<file path="config.mk">
export PLATFORM = sky130hd
export DESIGN_NAME = rxq_holding
export DESIGN_NICKNAME = d
export VERILOG_FILES = /design/src/rtl/rxq_pkg.sv /design/src/rtl/rxq_rst_sync.sv /design/src/rtl/rxq_ctrl.sv /design/src/rtl/rxq_store.sv /design/src/rtl/rxq_dbrk.sv /design/src/rtl/rxq_holding.sv
export SDC_FILE = /design/constraint.sdc
export NUM_CORES = 1
export LEC_CHECK = 0
export ABC_CLOCK_PERIOD_IN_PS = 1600
export CAP_MARGIN = 20
export CORE_MARGIN = 2
export CORE_UTILIZATION = 45
export DETAILED_ROUTE_END_ITERATION = 16
export MAX_ROUTING_LAYER = met4
export PLACE_DENSITY = 0.78
export SLEW_MARGIN = 20
export SYNTH_ARGS = -nofsm -noshare
export SYNTH_HDL_FRONTEND = slang
export SYNTH_SLANG_ARGS = --single-unit
</file>
<file path="constraint.sdc">
create_clock -name clk -period 1.6 [get_ports clk]
set_input_delay 0.24 -clock clk [delete_from_list [all_inputs] [get_ports clk]]
set_output_delay 0.24 -clock clk [all_outputs]
set_load 0.005 [all_outputs]
</file>
<file path="src/rtl/rxq_pkg.sv">
package rxq_pkg;
  typedef enum logic [1:0] {
    RXC_HOLD = 2'b00,
    RXC_ON   = 2'b01,
    RXC_OFF  = 2'b10,
    RXC_RSVD = 2'b11
  } rx_cmd_e;
endpackage

</file>
<file path="src/rtl/rxq_rst_sync.sv">
module rxq_rst_sync #(
  parameter int STAGES = 2
) (
  input  logic clk,
  input  logic rst_n,
  output logic rst_sync_n
);
  logic [STAGES-1:0] sh_q;

  always_ff @(posedge clk or negedge rst_n) begin
    if (!rst_n) sh_q <= '0;
    else        sh_q <= {sh_q[STAGES-2:0], 1'b1};
  end

  assign rst_sync_n = sh_q[STAGES-1];
endmodule

</file>
<file path="src/rtl/rxq_ctrl.sv">
module rxq_ctrl
  import rxq_pkg::*;
(
  input  logic       clk,
  input  logic       rst_n,
  input  logic [1:0] rx_cmd,
  input  logic       rx_reset,
  input  logic       q_full,
  output logic       rx_on,
  output logic       accept
);
  logic on_q, on_nxt, on_en;

  always_comb begin
    on_nxt = on_q;
    if (rx_reset) begin
      on_nxt = 1'b0;
    end else begin
      case (rx_cmd_e'(rx_cmd))
        RXC_ON:  on_nxt = 1'b1;
        RXC_OFF: on_nxt = 1'b0;
        default: on_nxt = on_q;
      endcase
    end
    on_en = (on_nxt != on_q);
  end

  always_ff @(posedge clk or negedge rst_n) begin
    if (!rst_n)     on_q <= 1'b0;
    else if (on_en) on_q <= on_nxt;
  end

  assign rx_on  = on_q;
  assign accept = on_q & ~q_full;

  // receiver reset leaves reception disabled
  a_r8_reset_disables: assert property (@(posedge clk) disable iff (!rst_n)
    rx_reset |=> !rx_on);
  // enable command takes effect next cycle
  a_r5_cmd_on: assert property (@(posedge clk) disable iff (!rst_n)
    (rx_cmd == 2'b01 && !rx_reset) |=> rx_on);
  // reserved and hold codes keep the enable
  a_r5_cmd_keep: assert property (@(posedge clk) disable iff (!rst_n)
    ((rx_cmd == 2'b00 || rx_cmd == 2'b11) && !rx_reset) |=> $stable(rx_on));
endmodule

</file>
<file path="src/rtl/rxq_store.sv">
module rxq_store #(
  parameter int DEPTH = 4,
  parameter int DW    = 8
) (
  input  logic          clk,
  input  logic          rst_n,
  input  logic          push,
  input  logic [DW-1:0] push_data,
  input  logic          brk,
  input  logic          pop,
  input  logic          flush,
  output logic [DW-1:0] head_data,
  output logic          rdy,
  output logic          full
);
  // DEPTH must be a power of two: slot indices wrap by truncation
  localparam int PTR_W = (DEPTH > 1) ? $clog2(DEPTH) : 1;
  localparam int CNT_W = $clog2(DEPTH + 1);

  logic [PTR_W-1:0] rd_q, rd_nxt, wr_slot;
  logic [CNT_W-1:0] cnt_q, cnt_nxt, cnt_ap;
  logic             do_pop, at_cap, wr_any, upd_en;
  logic [DW-1:0]    wr_data;
  logic [DW-1:0]    slot_view [DEPTH];

  always_comb begin
    do_pop  = pop && (cnt_q != '0);
    cnt_ap  = cnt_q - CNT_W'(do_pop);
    at_cap  = (cnt_ap == CNT_W'(DEPTH));
    wr_any  = !flush && (brk || push);
    wr_data = brk ? '0 : push_data;
    wr_slot = at_cap ? (rd_q + PTR_W'(DEPTH - 1)) : (rd_q + PTR_W'(cnt_q));
    rd_nxt  = rd_q + PTR_W'(do_pop);
    cnt_nxt = cnt_ap + CNT_W'(wr_any && !at_cap);
    if (flush) begin
      rd_nxt  = '0;
      cnt_nxt = '0;
    end
    upd_en = flush || do_pop || wr_any;
  end

  always_ff @(posedge clk or negedge rst_n) begin
    if (!rst_n) begin
      rd_q  <= '0;
      cnt_q <= '0;
    end else if (upd_en) begin
      rd_q  <= rd_nxt;
      cnt_q <= cnt_nxt;
    end
  end

  for (genvar s = 0; s < DEPTH; s++) begin : g_slot
    logic          we;
    logic [DW-1:0] data_q;
    assign we = wr_any && (wr_slot == PTR_W'(s));
    always_ff @(posedge clk) begin
      if (we) data_q <= wr_data;
    end
    assign slot_view[s] = data_q;
  end

  assign rdy       = (cnt_q != '0);
  assign full      = (cnt_q == CNT_W'(DEPTH));
  assign head_data = rdy ? slot_view[rd_q] : '0;

  // occupancy never exceeds the depth
  a_r1_cnt_bound: assert property (@(posedge clk) disable iff (!rst_n)
    cnt_q <= CNT_W'(DEPTH));
  // a break on a full queue without pop keeps it full
  a_r6_brk_full_stays: assert property (@(posedge clk) disable iff (!rst_n)
    (full && brk && !pop && !flush) |=> full);
  // pop on an empty queue leaves it empty
  a_r3_empty_pop: assert property (@(posedge clk) disable iff (!rst_n)
    (!rdy && pop && !push && !brk && !flush) |=> !rdy);
  // simultaneous push and pop keep the count
  a_r9_push_pop_same: assert property (@(posedge clk) disable iff (!rst_n)
    (rdy && pop && (push || brk) && !flush) |=> $stable(cnt_q));
endmodule

</file>
<file path="src/rtl/rxq_dbrk.sv">
module rxq_dbrk (
  input  logic clk,
  input  logic rst_n,
  input  logic brk,
  input  logic clr,
  output logic flag
);
  logic flag_q, flag_nxt, flag_en;

  always_comb begin
    flag_nxt = flag_q;
    if (clr)      flag_nxt = 1'b0;
    else if (brk) flag_nxt = 1'b1;
    flag_en = (flag_nxt != flag_q);
  end

  always_ff @(posedge clk or negedge rst_n) begin
    if (!rst_n)       flag_q <= 1'b0;
    else if (flag_en) flag_q <= flag_nxt;
  end

  assign flag = flag_q;

  // clear wins over a simultaneous break
  a_r7_clr_wins: assert property (@(posedge clk) disable iff (!rst_n)
    clr |=> !flag);
  // break without clear raises the flag
  a_r7_brk_sets: assert property (@(posedge clk) disable iff (!rst_n)
    (brk && !clr) |=> flag);
endmodule

</file>
<file path="src/rtl/rxq_holding.sv">
module rxq_holding #(
  parameter int DEPTH = 4,
  parameter int DW    = 8
) (
  input  logic          clk,
  input  logic          rst_n,
  input  logic          byte_vld,
  input  logic [DW-1:0] byte_data,
  input  logic          brk_evt,
  input  logic [1:0]    rx_cmd,
  input  logic          rx_reset,
  input  logic          brk_clr,
  input  logic          pop,
  output logic [DW-1:0] pop_data,
  output logic          rdy,
  output logic          full,
  output logic          accept,
  output logic          brk_flag
);
  logic rst_sync_n, rx_on, q_full, norm_push;

  rxq_rst_sync #(.STAGES(2)) u_rst (
    .clk(clk), .rst_n(rst_n), .rst_sync_n(rst_sync_n));

  rxq_ctrl u_ctrl (
    .clk(clk), .rst_n(rst_sync_n), .rx_cmd(rx_cmd), .rx_reset(rx_reset),
    .q_full(q_full), .rx_on(rx_on), .accept(accept));

  // break has priority over a normal byte in the same cycle
  assign norm_push = byte_vld && accept && !brk_evt;

  rxq_store #(.DEPTH(DEPTH), .DW(DW)) u_store (
    .clk(clk), .rst_n(rst_sync_n), .push(norm_push), .push_data(byte_data),
    .brk(brk_evt), .pop(pop), .flush(rx_reset), .head_data(pop_data),
    .rdy(rdy), .full(q_full));

  rxq_dbrk u_dbrk (
    .clk(clk), .rst_n(rst_sync_n), .brk(brk_evt), .clr(brk_clr), .flag(brk_flag));

  assign full = q_full;

  // no acceptance while the queue is full
  a_r4_no_accept_full: assert property (@(posedge clk) disable iff (!rst_sync_n)
    full |-> !accept);
  // receiver reset empties the queue
  a_r8_reset_empties: assert property (@(posedge clk) disable iff (!rst_sync_n)
    rx_reset |=> (!rdy && !accept));
  // a byte offered while disabled is not stored into an empty queue
  a_r4_disabled_drop: assert property (@(posedge clk) disable iff (!rst_sync_n)
    (!rx_on && !rdy && !brk_evt && !rx_reset) |=> !rdy);
endmodule

</file>
# Word level (Yosys, flattened, before mapping)
# Cells that the tools add are included.
totals:
  ff_bits: 41
  latch_bits: 0
  mem_bits_rw: 0
  romBits: 0
  input_bits: 17
  out_inout_bits: 12
  elab_cells: 56
  mem_count: 0
classes:
  add_sub_neg: 5
  n_mul: 0
  n_div: 0
  n_lt_le_gt_ge: 1
  eq_ne: 9
  n_shift: 0
  mux: 12
  n_bitwise: 3
  n_reduce_logical: 17
op_table:
  columns: ["cell", "count"]
  rows:
  - ["$mux W8", 4]
  - ["$bmux W8 S2", 1]
  - ["$logic_and A1 B1 Y1", 9]
  - ["$eq A2 B2 Y1 const B", 3]
  - ["$eq A3 B3 Y1 const B", 2]
  - ["$eq A2 B1 Y1 const B", 2]
  - ["$mux W2", 2]
  - ["$add A3 B1 Y3", 1]
  - ["$ge A3 B3 Y1 const B", 1]
  - ["$logic_not A1 Y1", 3]
  - ["$logic_or A1 B1 Y1", 3]
  - ["$mux W1", 3]
  - ["$mux W3", 1]
  - ["$not A2 Y3", 1]
  - ["$reduce_bool A3 Y1", 1]
  - ["$sub A3 B1 Y3", 1]
  - ["$add A2 B1 Y2", 1]
  - ["$add A2 B2 Y2", 1]
  - ["$add A2 B2 Y2 const B", 1]
  - ["$logic_not A2 Y1", 1]
  - ["$ne A1 B1 Y1", 2]
  - ["$pmux W1 S2", 1]
  - ["$and A1 B1 Y1", 1]
  - ["$not A1 Y1", 1]

# Logic depth before layout (Yosys ltp)
# Gate-level depths: netlist of the first run.
depth:
  word_depth: 10
  mapped_depth: 11
  ltp_nobuf: 10

# Cells and area by module
# A second synthesis of the first run with hierarchy kept.
unflattened:
  hier_cells: 132
  hier_area_um2: 1935.6
modules_own_cells:
  columns: ["module", "instances", "cells_each", "area_per_inst_um2", "seq_area_each_um2"]
  rows:
  - ["rxq_store", 1, 120, 1776.7, 1086.0]
  - ["rxq_ctrl", 1, 6, 61.3, 25.0]
  - ["rxq_rst_sync", 1, 3, 53.8, 50.0]
  - ["rxq_dbrk", 1, 2, 35.0, 25.0]
  - ["rxq_holding", 1, 1, 8.8, 0.0]

# Least setup slack after synthesis of the first run
# No wires, ideal clock.
synth_timing:
  path_kind: "flip-flop to flip-flop"
  startpoint: "reg u_store.cnt_q[0]"
  endpoint: "reg u_store.g_slot[0].data_q[0], enable pin"
  setup_time_ns: 0.383
  arrival_time_ns: 3.144
  t_required_ns: 1.217
  slack_ns: -1.928
  path_stages_with_launch: 10
  n_path_buf: 0
  synth_period_minus_slack_ns: 3.528
  cell_sequence: "dfrtp_1 o31ai_4 nor2_1 ha_1 or2_2 and3_1 a21o_2 ha_1 or3_2 nor3_1"
synth_between:
  elab_chain_cells: 8
  elab_cells_between_ends: 15
  cone_classes: "add/sub: 2; eq/ne: 2; mux: 1; bitwise: 2; reduce/logical: 8"
synth_lines:
  columns: ["item", "line_no", "rtl"]
  rows:
  - ["start: declaration", "rxq_store.sv:21", "logic [CNT_W-1:0] cnt_q, cnt_nxt, cnt_ap;"]
  - ["start signal: assignment", "rxq_store.sv:48", "cnt_q <= cnt_nxt;"]
  - ["branches (longest 7 deep; another with $sub A3 B1 Y3)", null, null]
  - ["$logic_and A1 B1 Y1 *", "rxq_store.sv:55", "assign we = wr_any && (wr_slot == PTR_W'(s));"]
  - ["net u_store.g_slot[0].we", "rxq_store.sv:53", "logic we;"]
  - ["end signal: assignment", "rxq_store.sv:57", "if (we) data_q <= wr_data;"]
  - ["end: declaration", "rxq_store.sv:54", "logic [DW-1:0] data_q;"]
# Mark *: on every way through the listed nets, which the timed path passes.
# A chain may end at the register's enable or synchronous reset.

# Final worst setup path of the first run
layout_timing:
  startpoint: "reg u_store.cnt_q[1]"
  endpoint: "reg u_store.g_slot[3].data_q[3], enable pin"
layout_between:
  elab_chain_cells: 8
  elab_cells_between_ends: 15
  cone_classes: "add/sub: 2; eq/ne: 3; mux: 1; bitwise: 2; reduce/logical: 7"
layout_lines:
  columns: ["item", "line_no"]
  rows:
  - ["branches (longest 7 deep; another with $sub A3 B1 Y3)", null]
  - ["$logic_and A1 B1 Y1 *", "rxq_store.sv:55"]
  - ["net u_store.g_slot[3].we", "rxq_store.sv:53"]
  - ["end signal: assignment", "rxq_store.sv:57"]
  - ["end: declaration", "rxq_store.sv:54"]
# Marked as above.

==> summary.md, run 1 <==
| Metric | Value |
|---|---|
| Max Slew Vio Count | `0` |
| Final worst-path cycle share | `175%` |
| Max Root-Sink Buffers | `2` |
| DP HPWL | `3060 um` |
| Ys Warns | `0` |
| Pre-antenna DRT Iters | `4` |
| Top post-synthesis cells by area | `edfxtp_1, dfrtp_1, mux4_2` |
| RSZ-0062 raised after global routing | `true` |
| Leak | `1.14 nW` |
| Most frequent cell after synthesis | `edfxtp_1` |
| Async SR Flop Fraction | `22.0%` |
| Slack of the critical path | `-1200 ps` |
| P&R area growth vs syn | `50.5%` |
| Latest clock arrival within the worst-skew pair | `290 ps` |
| Row Count | `23` |
| Syn Area/Cell | `15.0 um2` |
| Max cap viols | `0` |
| CP Capture Type | `register` |
| Fillers | `273` |
| Hold bufs inserted after CTS | `0` |
| Minimum clock period | `2800 ps` |
| Post-synth top area share | `50.0%` |
| Syn_nets | `149` |
| Pre-CTS WS | `-1480 ps` |
| CTS tree | `built` |
| Post-Synth Simple-Gate Area | `12.7%` |
| Vias | `1353` |
| Buffers on Ports | `28` |
| Post-synthesis compound-gate area fraction | `7.81%` |
| Clock-pin transition on the worst setup and hold timing paths | `80 ps` |
| Worst Hold Slack | `105 ps` |
| Max Fclk | `357 MHz` |
| DIE AREA | `4810 um2` |
| Vias in the first global route | `1471` |
| Min-Delay Path Class | `input pin to async pin` |
| Placed cell count | `231` |
| Clock sinks | `41` |
| Post-synthesis sequential element count | `41` |
| Power per Cell Area | `1470 nW/um2` |
| CTS H-tree depth | `2` |
| Core Region | `4060 um2` |
| Die H | `69.4 um` |
| Root Buffer | `clkbuf_8` |
| Share of cells above drive strength 1 | `50.7%` |
| Post-synth EDFFs | `32` |
| Maximum vdd drop | `0.739 mV` |
| Routability cong. | `0.890` |
| Multiplexer share of the synthesized area | `10.7%` |
| CP Data Arrival Time | `2820 ps` |
| Outcome | `finished with violations` |
| Seq/Total Area, Yosys | `61.7%` |
| CTS buffer count | `5` |
| Combinational family with the most area after synthesis | `simple AND/OR/NAND/NOR gates` |
| Non-Filler Instances | `255` |
| Critical-path maximum fanout | `3` |
| Worst Path Required | `1620 ps` |
| Prevailing post-synth register cell | `edfxtp_1` |
| Pin count of the biggest net entering global routing | `15` |
| Global-route wire length before repair | `6960 um` |
| Clk_skew | `6.52 ps` |
| Ant. Diodes | `0` |
| Final Hold Fails | `0` |
| Post-Syn Area | `1920 um2` |
| Synth area leader | `edfxtp_1` |
| Synth cell types | `40` |
| Failing checks | `setup timing` |
| # IOs | `29` |
| Die Width | `69.4 um` |
| Post-synthesis cell count | `128` |
| Setup-failing EPs final | `47` |
| Total Routing Usage GR | `19.8%` |
| Initial Util | `47.4%` |
| Remaining DRCs | `0` |
| Synth cell count leaders | `edfxtp_1, dfrtp_1, and2_1, mux4_2, nor2b_1` |
| Initial antenna violation count | `0` |
| Synth Area in Adders | `2.60%` |
| Avg Vias per Cell | `5.31` |
| Drt wl/cell | `17.3 um` |
| Final WL | `4400 um` |
| CP Class | `register to register` |
| Startpoint Class | `register` |
| Nets@finish | `225` |
| Post-Synth XOR/XNOR Area | `1.82%` |
| Post-route ant nets | `0` |
| Congestion Overflow GR | `0` |
| Starting DRC count in detailed routing | `46` |
-- per-stage QoR --
step | power (mW) | utilization, % | cell area [um2] | setup TNS, ps
after global routing | 4.47 | 71.3 | 2890 | -48320
final | 4.26 | 71.3 | 2890 | -45390
after detailed placement | 3.10 | 62.8 | 2550 | -51040
after CTS | 4.08 | 69.5 | 2820 | -44130
after global placement | 3.02 | 62.8 | 2550 | -48610
after floorplan | 2.36 | - | 2010 | -45050
-- flip-flops by register name (all words and copies together), names as in the netlist --
signal / flops
u_ctrl.rx_on: 1
u_store.g_slot.data_q: 32
u_rst.sh_q: 2
u_store.rd_q: 2
u_dbrk.flag: 1
u_store.cnt_q: 3
-- critical path, stage by stage (launching register included) --
cell and delay [ps]:
dfrtp_1 410, o31ai_4 260, nor2_1 80, ha_2 180, or2_4 230, and3_4 150
a21o_2 200, ha_4 260, or3b_4 410, a21oi_4 200, buf_6 140
-- layout make-up --
| class | count | area [um2] | share of cell area, % |
|---|---|---|---|
| Clock buffer | 5 | 68.8 | 2.38 |
| Clock inverter | 3 | 21.3 | 0.736 |
| Tap cell | 50 | 62.6 | 2.16 |
| Timing Repair Buffer | 73 | 676 | 23.4 |
| Multi-Input combinational cell | 78 | 858 | 29.7 |
| Sequential cell | 41 | 1190 | 41.0 |
| Inverter | 5 | 18.8 | 0.649 |
-- report_power, final --
part           switching (mW)  internal, mW  total, mW
Sequential             0.0691          1.35       1.42
Clock                   0.352         0.309      0.661
Combinational           0.897          1.28       2.18
Total                    1.32          2.94       4.26
-- layout by cell type (no fill, tap or decap), types with 2 or more instances in the layout --
| cell type | count |
|---|---|
| and2_1 | 3 |
| or3b_4 | 2 |
| clkbuf_8 | 5 |
| nor2_1 | 7 |
| clkdlybuf4s50_1 | 17 |
| and3_4 | 2 |
| o21ai_0 | 2 |
| inv_1 | 5 |
| xor2_1 | 2 |
| a211o_1 | 2 |
| edfxtp_1 | 32 |
| dlygate4sd2_1 | 5 |
| a21oi_2 | 3 |
| ha_2 | 2 |
| a21oi_4 | 2 |
| nor2b_1 | 8 |
| nor3_4 | 2 |
| buf_2 | 4 |
| dfrtp_1 | 9 |
| or3_4 | 3 |
| buf_4 | 24 |
| and2_4 | 5 |
| buf_6 | 21 |
| mux4_2 | 8 |
-- routing by layer --
metal  routed length, um  vias to the layer above  GRT usage, %
met5                   0                        -             -
met3                 177                       10          4.51
met1                1740                      677          20.8
li1                    -                      631             -
met2                2400                       35          36.1
met4                  82                        0          6.97
-- path summary, 6_finish.rpt --
kind | slack [ps] | endpoint | start | cells past startpoint
max | -1200 | u_store.g_slot[3].data_q[3] | u_store.cnt_q[1] | 10
min | 100 | u_rst.sh_q[1] | rst_n | 1
max reg2reg | -1200 | u_store.g_slot[3].data_q[3] | u_store.cnt_q[1] | 10
min reg2reg | 120 | u_store.rd_q[0] | u_rst.sh_q[1] | 0
max in group asynchronous | 1250 | u_dbrk.flag | u_rst.sh_q[1] | 0
min in group clk | 350 | u_rst.sh_q[1] | u_rst.sh_q[0] | 0
-- what timing repair did --
item	in CTS	in global routing
cloned	1	0
endpoints found under the setup margin	47	47
setup buffers	12	4
pin swaps	11	9
resized for setup	56	12
-- cells by family after synthesis --
family / count (synthesis)
multiplexers: 10
AO/OA/AOI/OAI: 17
adder cells (fa/ha/maj): 4
buffers and inverters: 10
flip-flops: 41
XOR/XNOR: 4
AND/OR/NAND/NOR: 41
other: 1
Note: power is estimated with default switching activity, not from simulation.
==> inputs of run 2 (changes only) <==
RECOVER_POWER = 100   (was unset)
==> run 2 against run 1 <==
  * The run still ends with setup timing left
  * Count of clock-buffer cells in the layout did not move
  * Setup slack barely moved
  * Critical path depth did not move
  * Combinational power hardly changed
  * Clock power about the same
  * Final area is 0.13% lower
  * Critical path type unchanged
  * Largest cell class unchanged
==> summary.md, run 2 (synthesis gave the netlist of run 1 again) <==
| Metric | Value |
|---|---|
| Outcome | `finished with violations` |
| Failing checks | `setup timing` |
| Minimum clock period | `2800 ps (+0.450 ps)` |
| RSZ-0062 raised after global routing | `true` |
| Starting DRC count in detailed routing | `46 (unchanged)` |
| Total Routing Usage GR | `19.8% (unchanged)` |
| CTS H-tree depth | `2 (unchanged)` |
| Post-route ant nets | `0 (unchanged)` |
| Initial antenna violation count | `0 (unchanged)` |
| Final Hold Fails | `0 (unchanged)` |
| Top reg by flops | `u_store.g_slot.data_q` |
| CTS tree | `built` |
| Area occupied by multi-input gates | `858 um2 (unchanged)` |
| Root Buffer | `clkbuf_8` |
| Post-route cell area | `2890 um2 (-0.13%)` |
| Latest clock arrival within the worst-skew pair | `290 ps (about the same)` |
| Startpoint Class | `register` |
| Hold bufs inserted after CTS | `0 (unchanged)` |
| Largest registers | `u_store.g_slot.data_q x32, u_store.cnt_q x3` |
| Row Count | `23 (unchanged)` |
| Remaining DRCs | `0 (unchanged)` |
| CP Class | `register to register` |
| Placed cell count | `231 (unchanged)` |
| Maximum vdd drop | `0.737 mV (-0.20%)` |
| Die Width | `69.4 um (unchanged)` |
| Critical-path maximum fanout | `3 (unchanged)` |
| Commonest non-fill, non-tap cell in the layout | `edfxtp_1` |
| Clock sinks | `41 (unchanged)` |
| Dpl cell area | `2550 um2 (unchanged)` |
| CP Data Arrival Time | `2820 ps (about the same)` |
| Most frequent cells in the layout | `edfxtp_1, buf_4, buf_6, clkdlybuf4s50_1, dfrtp_1` |
| Max Slew Vio Count | `0 (unchanged)` |
| Routability cong. | `0.890 (unchanged)` |
| DP HPWL | `3060 um (unchanged)` |
| Vias in the first global route | `1471 (unchanged)` |
| Global-route wire length before repair | `6960 um (unchanged)` |
| # IOs | `29 (unchanged)` |
| CTS buffer count | `5 (unchanged)` |
| P&R area growth vs syn | `50.3%` |
| Worst Path Required | `1610 ps (about the same)` |
| Final worst-path cycle share | `175% (about the same)` |
| FF/Latch Area | `1190 um2 (unchanged)` |
| Largest register FFs | `32 (unchanged)` |
| Drt wl/cell | `17.3 um (about the same)` |
| Total power | `4.25 mW (about the same)` |
| Max cap viols | `0 (unchanged)` |
| Vias | `1353 (unchanged)` |
| Power per Cell Area | `1470 nW/um2 (about the same)` |
| Setup-failing EPs final | `47 (unchanged)` |
| Final WL | `4400 um (about the same)` |
| Clock-pin transition on the worst setup and hold timing paths | `80 ps (about the same)` |
| Buffers on Ports | `28 (unchanged)` |
| Max Root-Sink Buffers | `2 (unchanged)` |
| Non-Filler Instances | `255 (unchanged)` |
| Min-Delay Path Class | `register to async pin` |
| Clk_skew | `6.52 ps (unchanged)` |
| CP Capture Type | `register` |
| Max Fclk | `357 MHz (about the same)` |
| Crit. Startpoint | `u_store.cnt_q[1]` |
| DIE AREA | `4810 um2 (unchanged)` |
| Leak | `1.13 nW (-0.25%)` |
| Initial Util | `47.4% (unchanged)` |
| Core Region | `4060 um2 (unchanged)` |
| Nets@finish | `225 (unchanged)` |
| Pre-CTS WS | `-1480 ps (unchanged)` |
| Die H | `69.4 um (unchanged)` |
| Ant. Diodes | `0 (unchanged)` |
| Avg Vias per Cell | `5.31 (unchanged)` |
| Worst R2R Start | `u_store.cnt_q[1]` |
| Pin count of the biggest net entering global routing | `15 (unchanged)` |
| Fillers | `273 (unchanged)` |
| Pre-antenna DRT Iters | `4 (unchanged)` |
| Share of cells above drive strength 1 | `50.2% (-0.49 points)` |
| Congestion Overflow GR | `0 (unchanged)` |
| Slack of the critical path | `-1200 ps (-0.450 ps)` |
## run 2: cell count changes in the layout (fill, tap and decap cells not counted), sizes merged
| cell | previous run | this run |
|---|---|---|
| dlygate4sd3 | 0 | 3 |
| clkbuf | 6 | 7 |
| buf | 50 | 49 |
| clkdlybuf4s50 | 17 | 14 |
## run 2: area by class of cell
cell class	instances	area share (%)
Timing Repair Buffer	73	23.3
Multi-Input combinational cell	78	29.7
Clock buffer	5	2.38
Sequential cell	41	41.1
Tap cell	50	2.17
Inverter	5	0.650
Clock inverter	3	0.737
## run 2: timing repair
action,in CTS,in global routing
gates cloned,1,0
pin swaps,11,9
gates resized for setup,56,12
endpoints found under the setup margin,47,47
buffers inserted,12,4
## run 2: stage by stage
stage	hold WS [ps]	utilization, %	setup TNS, ps
final	119	71.2	-45400
after detailed placement	129	62.8	-51040
after floorplan	-55.6	-	-45050
after global placement	124	62.8	-48610
after global routing	152	71.2	-48320
after CTS	100	69.5	-44130
## run 2: critical path, stage by stage (launching register included)
cell	delay (ps)
dfrtp_1	410
o31ai_4	260
nor2_1	80
ha_2	180
or2_4	230
and3_4	150
a21o_2	200
ha_4	260
or3b_4	410
a21oi_4	200
buf_6	140
## run 2: per-layer routing
layer / vias up / part of all wire (%) / wire, um / global-route usage [%]
met5: - / 0 / 0 / -
met4: 0 / 1.9 / 82 / 6.97
met3: 10 / 4.0 / 177 / 4.51
met2: 35 / 55 / 2400 / 36.1
met1: 676 / 40 / 1740 / 20.8
li1: 632 / - / - / -
## run 2: report_power, final
part	internal, mW	total (mW)	switching [mW]
sequential	1.35	1.42	0.0691
combinational	1.28	2.18	0.897
clock	0.309	0.660	0.351
total	2.94	4.25	1.32
## run 2: path summary, 6_finish.rpt
check                                              end  slack [ps]  cells after the start
max                        u_store.g_slot[3].data_q[6]       -1200                     10
min                                    u_store.rd_q[0]         120                      0
max reg2reg                u_store.g_slot[3].data_q[6]       -1200                     10
min reg2reg                            u_store.rd_q[0]         120                      0
max in group asynchronous                  u_dbrk.flag        1250                      0
min in group clk                         u_rst.sh_q[1]         350                      0
==> inputs of run 3 (changes only) <==
SKIP_CTS_REPAIR_TIMING = 1   (was unset)
==> run 3 against run 2 <==
  * The flow still finishes with violations (setup timing)
  * Fmax rose by 0.26%
  * Die area unchanged
  * Via count is 5.1% lower
  * Largest cell class unchanged
==> summary.md, run 3 (synthesis gave the netlist of run 1 again) <==
| Metric | Value |
|---|---|
| Max Root-Sink Buffers | `2 (unchanged)` |
| Nets@finish | `213 (-5.3%)` |
| Buffers on Ports | `28 (unchanged)` |
| Latest clock arrival within the worst-skew pair | `290 ps (about the same)` |
| Post-route ant nets | `0 (unchanged)` |
| Row Count | `23 (unchanged)` |
| Final worst-path cycle share | `175% (-0.46 points)` |
| Setup tns final | `-41360 ps (+4030 ps)` |
| RSZ-0062 raised after global routing | `true` |
| Routability cong. | `0.890 (unchanged)` |
| Internal power | `2.70 mW (-8.2%)` |
| Initial Util | `47.4% (unchanged)` |
| Max cap viols | `0 (unchanged)` |
| CP max stage delay | `410 ps (about the same)` |
| Most used cell, CP | `and3_4` |
| Largest register FFs | `32 (unchanged)` |
| Leak | `1.10 nW (-2.8%)` |
| Startpoint Class | `register` |
| Max Slew Vio Count | `0 (unchanged)` |
| Outcome | `finished with violations` |
| Congestion Overflow GR | `0 (unchanged)` |
| Global-route wire length before repair | `6240 um (-10%)` |
| Vias | `1284 (-5.1%)` |
| Avg Vias per Cell | `5.28 (-0.41%)` |
| Total Routing Usage GR | `17.6% (-2.2 points)` |
| Clock-pin transition on the worst setup and hold timing paths | `80 ps (about the same)` |
| Core Util, Final | `67.7% (-3.5 points)` |
| DP HPWL | `3060 um (unchanged)` |
| Starting DRC count in detailed routing | `69 (+50%)` |
| Final Hold Fails | `0 (unchanged)` |
| Switch share | `30.9% (about the same)` |
| Largest registers | `u_store.g_slot.data_q x32, u_store.cnt_q x3` |
| NetSw | `1.21 mW (-8.4%)` |
| Clk_skew | `6.35 ps (-0.170 ps)` |
| Drt wl/cell | `16.6 um (-3.9%)` |
| Dpl cell area | `2550 um2 (unchanged)` |
| Pin count of the biggest net entering global routing | `15 (unchanged)` |
| CTS H-tree depth | `2 (unchanged)` |
| Critical path, cell by cell | `o31ai_4 -> nor2_1 -> ha_2 -> or2_4 -> and3_4 -> a21o_2 -> ha_4 -> xnor2_4 -> buf_4 -> and3_4 -> nor3_4 -> buf_6` |
| R2r setup slk | `-1200 ps (about the same)` |
| Power per Cell Area | `1420 nW/um2 (-3.6%)` |
| Clock power share | `17.1% (+1.6 points)` |
| P&R area growth vs syn | `42.9%` |
| CP Class | `register to register` |
| CTS buffer count | `5 (unchanged)` |
| Post-route cell area | `2750 um2 (-4.9%)` |
| Worst Hold Slack | `126 ps (+7.25 ps)` |
| CP Capture Type | `register` |
| Slack of the critical path | `-1200 ps (+7.31 ps)` |
| Placed cell count | `231 (unchanged)` |
| # IOs | `29 (unchanged)` |
| Slowest stage cell, crit path | `dfrtp_1` |
| Worst Path Required | `1610 ps (about the same)` |
| WP buf/inv | `2 (+1)` |
| Delay-heaviest family, CP | `simple AND/OR/NAND/NOR gates` |
| Core Region | `4060 um2 (unchanged)` |
| CTS tree | `built` |
| Die H | `69.4 um (unchanged)` |
| Maximum vdd drop | `0.747 mV (+1.3%)` |
| Pre-antenna DRT Iters | `4 (unchanged)` |
| Share of cells above drive strength 1 | `45.1% (-5.2 points)` |
| Failing checks | `setup timing` |
| Non-Filler Instances | `243 (-4.7%)` |
| Vias in the first global route | `1327 (-9.8%)` |
| Min-Delay Path Class | `register to async pin` |
| Most frequent cells in the layout | `edfxtp_1, buf_4, clkdlybuf4s50_1, buf_6, dfrtp_1` |
| Commonest non-fill, non-tap cell in the layout | `edfxtp_1` |
| Setup-failing EPs final | `46 (-2.1%)` |
| Final WL | `4030 um (-8.4%)` |
| CP Data Arrival Time | `2810 ps (about the same)` |
| Max Fclk | `358 MHz (+0.26%)` |
| Top reg by flops | `u_store.g_slot.data_q` |
| Clock sinks | `41 (unchanged)` |
| Root Buffer | `clkbuf_8` |
| Critical-path maximum fanout | `5 (+2)` |
| Ant. Diodes | `0 (unchanged)` |
| Gate power share | `46.6% (-4.6 points)` |
| Initial antenna violation count | `0 (unchanged)` |
| DIE AREA | `4810 um2 (unchanged)` |
| Die Width | `69.4 um (unchanged)` |
| Minimum clock period | `2800 ps (-7.31 ps)` |
| Part of the power in registers | `36.4% (+3.1 points)` |
| Remaining DRCs | `0 (unchanged)` |
[run 3: cell count changes in the layout (fill, tap and decap cells not counted), sizes merged]
cell	delta
buf	-16
clkbuf	+5
dlygate4sd2	-5
dlymetal6s2s	+4
clkdlybuf4s50	+1
or3	-1
[run 3: final timing paths]
kind,start,to,cells after the start
worst max-delay path,u_store.cnt_q[1],u_store.g_slot[1].data_q[2],12
min in group clk,u_rst.sh_q[0],u_rst.sh_q[1],0
worst max register to register,u_store.cnt_q[1],u_store.g_slot[1].data_q[2],12
max in group asynchronous,u_rst.sh_q[1],u_store.rd_q[1],0
worst min register to register,u_rst.sh_q[1],u_store.rd_q[0],0
worst min-delay path,u_rst.sh_q[1],u_store.rd_q[0],0
[run 3: through the flow]
step | worst slack (ps) | total power, mW
floorplan | -1450 | 2.36
global placement | -1400 | 3.02
detailed placement | -1480 | 3.10
CTS | -1350 | 3.75
global route | -1280 | 4.11
finish | -1200 | 3.90
[run 3: power by group through the flow]
| stage | logic (mW) | clock network [mW] | registers, mW |
|---|---|---|---|
| 2_1_floorplan | 0.931 | 0 | 1.43 |
| 3_5_place_dp | 1.66 | 0 | 1.44 |
| 3_3_place_gp | 1.59 | 0 | 1.43 |
| 5_1_grt | 1.95 | 0.728 | 1.44 |
| 6_report | 1.82 | 0.666 | 1.42 |
| 4_1_cts | 1.66 | 0.673 | 1.41 |
[run 3: layout make-up]
| cell class | count | area (um2) |
|---|---|---|
| Fill cell | 282 | 1310 |
| Sequential cell | 41 | 1190 |
| Multi-Input combinational cell | 77 | 827 |
| Timing Repair Buffer | 62 | 562 |
| Clock buffer | 5 | 68.8 |
| Tap cell | 50 | 62.6 |
| Clock inverter | 3 | 21.3 |
| Inverter | 5 | 18.8 |
[run 3: worst register-to-register path, cell delays in order, from the launching register on]
cell,delay (ps)
dfrtp_1,410
o31ai_4,250
nor2_1,80
ha_2,180
or2_4,230
and3_4,150
a21o_2,200
ha_4,170
xnor2_4,130
buf_4,160
and3_4,170
nor3_4,230
buf_6,150
[run 3: per-layer routing]
| metal | wire length [um] | global-route usage, % | vias to the layer above |
|---|---|---|---|
| met5 | 0 | - | - |
| met4 | 40 | 5.01 | 0 |
| met3 | 198 | 4.22 | 6 |
| met2 | 2170 | 32.3 | 45 |
| met1 | 1620 | 18.8 | 627 |
| li1 | - | - | 606 |
